File: config.mk
export PLATFORM = sky130hd
export DESIGN_NAME = wdog_timer
export DESIGN_NICKNAME = d
export VERILOG_FILES = /design/src/rtl/wdog_pkg.sv /design/src/rtl/wdog_regs.sv /design/src/rtl/wdog_clkdiv.sv /design/src/rtl/wdog_counter.sv /design/src/rtl/wdog_rstgen.sv /design/src/rtl/wdog_timer.sv
export SDC_FILE = /design/constraint.sdc
export NUM_CORES = 1
export LEC_CHECK = 0
export ABC_AREA = 1
export BUFFER_PORTS_ARGS = -buffer_cell sky130_fd_sc_hd__buf_4
export CAP_MARGIN = 25
export CORE_ASPECT_RATIO = 1.4
export CORE_MARGIN = 8
export CORE_UTILIZATION = 58
export DETAILED_ROUTE_END_ITERATION = 8
export PLACE_DENSITY = 0.86
export SYNTH_ARGS = -nofsm -noshare
export SYNTH_HDL_FRONTEND = slang
export SYNTH_HIERARCHICAL = 1
export SYNTH_SLANG_ARGS = --single-unit
File: constraint.sdc
create_clock -name clk -period 3.3 [get_ports clk]
set_input_delay 0.33 -clock clk [delete_from_list [all_inputs] [get_ports clk]]
set_output_delay 0.33 -clock clk [all_outputs]
set_load 0.05 [all_outputs]
File: src/rtl/wdog_pkg.sv
package wdog_pkg;
  localparam int DATA_W   = 32;
  localparam int ADDR_W   = 4;
  localparam int PSC_W    = 8;
  localparam int SEL_W    = 2;
  localparam int CNT_W    = 16;
  localparam int DIV_BASE = 4;
  localparam int PULSE_LEN = 4;

  // control bit positions
  localparam int RUN_BIT  = 0;
  localparam int ARM_BIT  = 1;
  localparam int SEL_LSB  = 4;
  localparam int PSC_LSB  = 8;

  localparam logic [ADDR_W-1:0] ADDR_CTRL   = 4'h0;
  localparam logic [ADDR_W-1:0] ADDR_RELOAD = 4'h4;
  localparam logic [ADDR_W-1:0] ADDR_COUNT  = 4'h8;

  typedef enum logic [1:0] {
    SEL_CTRL,
    SEL_RELOAD,
    SEL_COUNT,
    SEL_NONE
  } reg_sel_e;

  typedef struct packed {
    logic [PSC_W-1:0] pre_div;
    logic [SEL_W-1:0] div_sel;
    logic             rst_arm;
    logic             run;
  } wd_ctrl_t;
endpackage

File: src/rtl/wdog_regs.sv
module wdog_regs
  import wdog_pkg::*;
(
  input  logic              clk,
  input  logic              rst,
  input  logic              bus_wr,
  input  logic              bus_rd,
  input  logic [ADDR_W-1:0] bus_addr,
  input  logic [DATA_W-1:0] bus_wdata,
  input  logic [CNT_W-1:0]  cnt_val,
  output wd_ctrl_t          ctrl_q,
  output logic [CNT_W-1:0]  reload_q,
  output logic              cnt_wr,
  output logic [CNT_W-1:0]  cnt_wdata,
  output logic [DATA_W-1:0] bus_rdata
);
  reg_sel_e          sel;
  logic [DATA_W-1:0] rd_mux;

  always_comb begin
    unique case (bus_addr)
      ADDR_CTRL:   sel = SEL_CTRL;
      ADDR_RELOAD: sel = SEL_RELOAD;
      ADDR_COUNT:  sel = SEL_COUNT;
      default:     sel = SEL_NONE;
    endcase
  end

  assign cnt_wr    = bus_wr && (sel == SEL_COUNT);
  assign cnt_wdata = bus_wdata[CNT_W-1:0];

  always_ff @(posedge clk) begin
    if (rst) begin
      ctrl_q   <= '0;
      reload_q <= '1;
    end else if (bus_wr) begin
      if (sel == SEL_CTRL) begin
        ctrl_q.run     <= bus_wdata[RUN_BIT];
        ctrl_q.rst_arm <= bus_wdata[ARM_BIT];
        ctrl_q.div_sel <= bus_wdata[SEL_LSB +: SEL_W];
        ctrl_q.pre_div <= bus_wdata[PSC_LSB +: PSC_W];
      end
      if (sel == SEL_RELOAD && !ctrl_q.run)
        reload_q <= bus_wdata[CNT_W-1:0];
    end
  end

  always_comb begin
    rd_mux = '0;
    unique case (sel)
      SEL_CTRL: begin
        rd_mux[RUN_BIT]             = ctrl_q.run;
        rd_mux[ARM_BIT]             = ctrl_q.rst_arm;
        rd_mux[SEL_LSB +: SEL_W]    = ctrl_q.div_sel;
        rd_mux[PSC_LSB +: PSC_W]    = ctrl_q.pre_div;
      end
      SEL_RELOAD: rd_mux[CNT_W-1:0] = reload_q;
      SEL_COUNT:  rd_mux[CNT_W-1:0] = cnt_val;
      default:    rd_mux = '0;
    endcase
  end

  always_ff @(posedge clk) begin
    if (rst)         bus_rdata <= '0;
    else if (bus_rd) bus_rdata <= rd_mux;
  end

  AST_RELOAD_LOCKED: assert property (@(posedge clk) disable iff (rst)
    (bus_wr && sel == SEL_RELOAD && ctrl_q.run) |=> $stable(reload_q));
  AST_CTRL_RUN_WRITE: assert property (@(posedge clk) disable iff (rst)
    (bus_wr && sel == SEL_CTRL) |=> (ctrl_q.run == $past(bus_wdata[RUN_BIT])));
endmodule

File: src/rtl/wdog_clkdiv.sv
module wdog_clkdiv
  import wdog_pkg::*;
(
  input  logic             clk,
  input  logic             rst,
  input  logic             run,
  input  logic [PSC_W-1:0] pre_div,
  input  logic [SEL_W-1:0] div_sel,
  output logic             tick
);
  localparam int POST_W = DIV_BASE + (1 << SEL_W) - 1;

  logic [PSC_W-1:0]  pre_cnt;
  logic [POST_W-1:0] post_cnt;
  logic [POST_W:0]   span;
  logic [POST_W-1:0] mask;
  logic              pre_tick;

  always_comb begin
    span = ({{POST_W{1'b0}}, 1'b1} << (DIV_BASE + int'(div_sel))) - 1'b1;
    mask = span[POST_W-1:0];
  end

  assign pre_tick = run && (pre_cnt == pre_div);
  assign tick     = pre_tick && ((post_cnt & mask) == mask);

  always_ff @(posedge clk) begin
    if (rst) begin
      pre_cnt  <= '0;
      post_cnt <= '0;
    end else if (run) begin
      pre_cnt <= pre_tick ? '0 : pre_cnt + 1'b1;
      if (pre_tick) post_cnt <= post_cnt + 1'b1;
    end
  end

  AST_TICK_SPACING: assert property (@(posedge clk) disable iff (rst)
    tick |=> !tick);
  AST_DIV_HOLD: assert property (@(posedge clk) disable iff (rst)
    !run |=> ($stable(pre_cnt) && $stable(post_cnt)));
endmodule

File: src/rtl/wdog_counter.sv
module wdog_counter
  import wdog_pkg::*;
(
  input  logic             clk,
  input  logic             rst,
  input  logic             run,
  input  logic             tick,
  input  logic             load_wr,
  input  logic [CNT_W-1:0] load_val,
  input  logic [CNT_W-1:0] reload,
  output logic [CNT_W-1:0] cnt,
  output logic             expire
);
  assign expire = tick && !load_wr && (cnt == '0);

  always_ff @(posedge clk) begin
    if (rst)              cnt <= '1;
    else if (load_wr)     cnt <= load_val;
    else if (tick) begin
      if (cnt == '0)      cnt <= reload;
      else                cnt <= cnt - 1'b1;
    end
  end

  AST_LOAD_DIRECT: assert property (@(posedge clk) disable iff (rst)
    load_wr |=> (cnt == $past(load_val)));
  AST_COUNT_FROZEN: assert property (@(posedge clk) disable iff (rst)
    (!run && !load_wr) |=> $stable(cnt));
  AST_DECREMENT: assert property (@(posedge clk) disable iff (rst)
    (tick && !load_wr && cnt != '0) |=> (cnt == CNT_W'($past(cnt) - 1'b1)));
  AST_EXPIRY_RELOAD: assert property (@(posedge clk) disable iff (rst)
    expire |=> (cnt == $past(reload)));
endmodule

File: src/rtl/wdog_rstgen.sv
module wdog_rstgen
  import wdog_pkg::*;
(
  input  logic clk,
  input  logic rst,
  input  logic fire,
  output logic rst_o
);
  localparam int LEN_W = $clog2(PULSE_LEN + 1);

  logic [LEN_W-1:0] left;

  always_ff @(posedge clk) begin
    if (rst) begin
      left  <= '0;
      rst_o <= 1'b0;
    end else if (fire) begin
      left  <= LEN_W'(PULSE_LEN);
      rst_o <= 1'b1;
    end else begin
      if (left != '0) left <= left - 1'b1;
      rst_o <= (left > LEN_W'(1));
    end
  end

  AST_PULSE_HOLD: assert property (@(posedge clk) disable iff (rst)
    $rose(rst_o) |=> rst_o);
endmodule

File: src/rtl/wdog_timer.sv
module wdog_timer
  import wdog_pkg::*;
(
  input  logic              clk,
  input  logic              rst,
  input  logic              bus_wr,
  input  logic              bus_rd,
  input  logic [ADDR_W-1:0] bus_addr,
  input  logic [DATA_W-1:0] bus_wdata,
  output logic [DATA_W-1:0] bus_rdata,
  output logic              wdt_reset_o
);
  wd_ctrl_t         ctrl_q;
  logic [CNT_W-1:0] reload_q;
  logic [CNT_W-1:0] cnt_val;
  logic [CNT_W-1:0] cnt_wdata;
  logic             cnt_wr;
  logic             tick;
  logic             expire;
  logic             fire;

  wdog_regs u_regs (
    .clk       (clk),
    .rst       (rst),
    .bus_wr    (bus_wr),
    .bus_rd    (bus_rd),
    .bus_addr  (bus_addr),
    .bus_wdata (bus_wdata),
    .cnt_val   (cnt_val),
    .ctrl_q    (ctrl_q),
    .reload_q  (reload_q),
    .cnt_wr    (cnt_wr),
    .cnt_wdata (cnt_wdata),
    .bus_rdata (bus_rdata)
  );

  wdog_clkdiv u_div (
    .clk     (clk),
    .rst     (rst),
    .run     (ctrl_q.run),
    .pre_div (ctrl_q.pre_div),
    .div_sel (ctrl_q.div_sel),
    .tick    (tick)
  );

  wdog_counter u_cnt (
    .clk      (clk),
    .rst      (rst),
    .run      (ctrl_q.run),
    .tick     (tick),
    .load_wr  (cnt_wr),
    .load_val (cnt_wdata),
    .reload   (reload_q),
    .cnt      (cnt_val),
    .expire   (expire)
  );

  assign fire = expire && ctrl_q.run && ctrl_q.rst_arm;

  wdog_rstgen u_rst (
    .clk   (clk),
    .rst   (rst),
    .fire  (fire),
    .rst_o (wdt_reset_o)
  );

  AST_ARMED_ONLY: assert property (@(posedge clk) disable iff (rst)
    $rose(wdt_reset_o) |-> $past(ctrl_q.run && ctrl_q.rst_arm && tick));
endmodule

==> summary.txt <==
=====================================================================================
Endpoint kind of the worst setup timing path ...........................     register
WP data required .......................................................      3.53 ns
Iter 0 DRT Violations ..................................................          343
Count of input and output buffers ......................................           40
Pin count of the biggest net entering global routing ...................           54
Root buf cell ..........................................................    clkbuf_16
Multiplexer share of the synthesized area ..............................            0
Largest area contributor in the netlist ................................      dfxtp_1
Post-synthesis share of cell area spent on and, or, nand and nor gates .       0.3726
Flip-flop and latch count after synthesis ..............................           79
I/O pin cnt ............................................................           73
Register-to-register setup slack .......................................      0.97 ns
Number of setup violations in the final report .........................            0
Commonest register cell after synthesis ................................      dfxtp_1
Worst hold slack .......................................................    0.2039 ns
Most common library cell in the layout ignoring fill and taps ..........      nand2_1
Initial core utilization ...............................................       0.5861
Via count of the first global-routing pass .............................         4848
Post-CTS Hold Fix Bufs .................................................            0
First-pass GRT wire length .............................................     22.18 mm
Router iterations before antenna repair ................................            5
Post-synthesis async set-or-reset flop share ...........................            0
Routed WL per cell .....................................................     15.64 um
Tightest slew margin relative to the limit .............................       0.5338
Vertical die dimension .................................................     127.7 um
Number of buffers on the longest clock path ............................            2
Area of all placed cells without fillers ............................... 0.005614 mm2
Top area cells in the synthesized netlist .............................. dfxtp_1 31%, nand2_1 15%, inv_1 5.4%
Unique cell type count in the Yosys netlist ............................           40
FILL cells .............................................................          761
GPL Wtd Cong ...........................................................       0.9715
Total routing resource utilization after global routing ................       0.2279
Antenna violation net count after detailed routing .....................            0
Final routed DRC violation total .......................................            0
TNS Setup ..............................................................         0 ns
Pin slew with the least headroom to its limit ..........................    0.6994 ns
Critical path data arrival time ........................................      2.56 ns
TritonCTS clock tree ...................................................         done
Place WS ...............................................................    0.9499 ns
Detailed placement HPWL ................................................     9.864 mm
Adder-Cell Fraction of Synth Area ......................................      0.02420
Final Critical Period ..................................................     2.330 ns
PwrDens ................................................................ 447.1 mW/mm2
Total Wirelength .......................................................     13.58 mm
Number of antenna violations at the first check in global routing ......            0
Number of antenna repair diodes ........................................            0
MaxCap Viol Count ......................................................            0
Maximum clock frequency ................................................    429.3 MHz
Worst supply voltage drop on vdd .......................................    0.4228 mV
Status .................................................................    completed
Worst Setup Slack, final ...............................................    0.9704 ns
Layout cell share with drive strength beyond 1 .........................       0.1945
Pwr Total ..............................................................     2.510 mW
Area added between synthesis and finish ................................       8.565%
Clock latency on the worst-skew pair ...................................      0.34 ns
Synthesized cell area .................................................. 0.005171 mm2
Count of final max-slew check failures .................................            0
Unrepaired setup endpoints after global routing ........................           no
Total clock sinks ......................................................           79
Residual overflow from global routing ..................................            0
Number of vias per cell ................................................        5.692
Mean instance size in the synthesized netlist ..........................    6.969 um2
Number of flops mapped to enable cells by yosys ........................            0
Warnings, synthesis ....................................................            6
Vias ...................................................................         4941
Register area share after synthesis ....................................       0.3058
Critical setup path kind ............................................... register to register
Total Die Area .........................................................  0.01224 mm2
Cts repair resizes .....................................................            0
Worst-path maximum fanout ..............................................            5
Number of standard-cell rows in the floorplan ..........................           41
Number of H-tree levels ................................................            3
Hold violation count in the final report ...............................            0
Type of origin of the critical path ....................................     register
Post-synthesis share of cell area spent on xor and xnor gates ..........      0.01863
Top library cells by usage in the layout, fill and taps aside .......... 200 x nand2_1, 79 x dfxtp_1, 75 x inv_1
Area fraction of the dominant cell type after synthesis ................       0.3058
Type of the tightest min-delay check ................................... input pin to register
Number of buffers inserted to repair setup after CTS ...................            0
Nets ...................................................................          806
Complex-gate fraction of the synthesized area ..........................       0.1282
Die X ..................................................................     95.80 um
Final period utilization ...............................................       0.7059
Placed standard-cell area .............................................. 0.005289 mm2
Core region area ....................................................... 0.008823 mm2
Largest family of logic cells by synthesized area ...................... simple AND/OR/NAND/NOR gates
Number of buffers added by the clock tree synthesis step ...............            9
Leakage dissipation ....................................................     2.537 nW
Clk_skew ...............................................................  0.005985 ns
Clock-pin transition on the worst setup and hold timing paths ..........      0.06 ns
Cell count after synthesis .............................................          742
=====================================================================================
routing by layer:
metal  GRT usage  wire (um)  share of wire  vias to the layer above
li1            -          -              -                     2390
met1      0.2410       5083           0.37                     2302
met2      0.3891       7004           0.52                      197
met3     0.04045        834          0.061                       52
met4      0.1680        656          0.048                        0
met5           0          0              0                        -
registers in the layout, summed over array words and instances, names as in the netlist:
| register | count |
|---|---|
| u_rst/left | 3 |
| u_regs/reload_q | 16 |
| u_regs/ctrl_q | 12 |
| u_regs/bus_rdata | 16 |
| u_div/post_cnt | 7 |
| u_cnt/cnt | 16 |
| u_rst/rst_o | 1 |
| u_div/pre_cnt | 8 |
through the flow:
step / instances / utilization
final: 868 / 0.6363
after global routing: 868 / 0.6363
after CTS: 868 / 0.6363
after detailed placement: 852 / 0.5994
after global placement: 852 / 0.5994
after floorplan: 757 / -
worst max-delay path: stages (launching register included):
cell,delay [ns]
dfxtp_1,0.43
inv_1,0.10
a21oi_1,0.22
nand3_2,0.16
nor4_1,0.46
inv_1,0.10
nor2_2,0.12
and2_1,0.15
nand2_1,0.08
nor2_2,0.14
nor2_1,0.08
o21ai_0,0.12
nor2_1,0.06
cells by family (layout without fill, tap and decap cells):
kind of cell / Yosys count / count (layout)
AOI/OAI and AO/OA: 90 / 90
xor gates and xnor gates: 11 / 11
adders and majority gates: 10 / 10
buffers and inverters: 152 / 156
DFF: 79 / 79
other: 1 / 16
and+or+nand+nor: 399 / 399
cell usage after synthesis (9+ instances only):
master and number:
nand2_1 200, dfxtp_1 79, inv_1 75, nor2_1 56, nand3_1 46, buf_4 37
nand4_1 30, nand2_2 20, a21oi_2 19, a21oi_1 18, a221oi_1 16, o21ai_0 15
a22o_1 14, nor2_2 13, nand3_2 12, ha_1 10, inv_2 10, buf_2 9
area by class of cell:
class | instances | area, um2 | share of cell area
inverter | 93 | 349.1 | 0.06218
multi-input combinational | 526 | 2872 | 0.5115
sequential | 79 | 1582 | 0.2817
timing repair buffer | 47 | 352.8 | 0.06285
clock buffer | 13 | 260.3 | 0.04636
tap | 107 | 133.9 | 0.02385
clock inverter | 3 | 65.06 | 0.01159
where the power goes:
| part | switching, mW | total [mW] | internal (mW) |
|---|---|---|---|
| Combinational | 0.267 | 0.391 | 0.124 |
| Clock | 0.385 | 1.09 | 0.703 |
| Sequential | 0.0366 | 1.03 | 0.994 |
worst paths after layout:
kind              cells after the start             endpoint                start
setup / recovery                     12        u_rst/left[1]    u_regs/ctrl_q[10]
hold / removal                        3   u_regs/reload_q[7]         bus_wdata[7]
setup reg to reg                     12        u_rst/left[1]    u_regs/ctrl_q[10]
hold reg to reg                       2  u_regs/bus_rdata[0]  u_regs/bus_rdata[0]
Power figures use the tool's default switching activity.
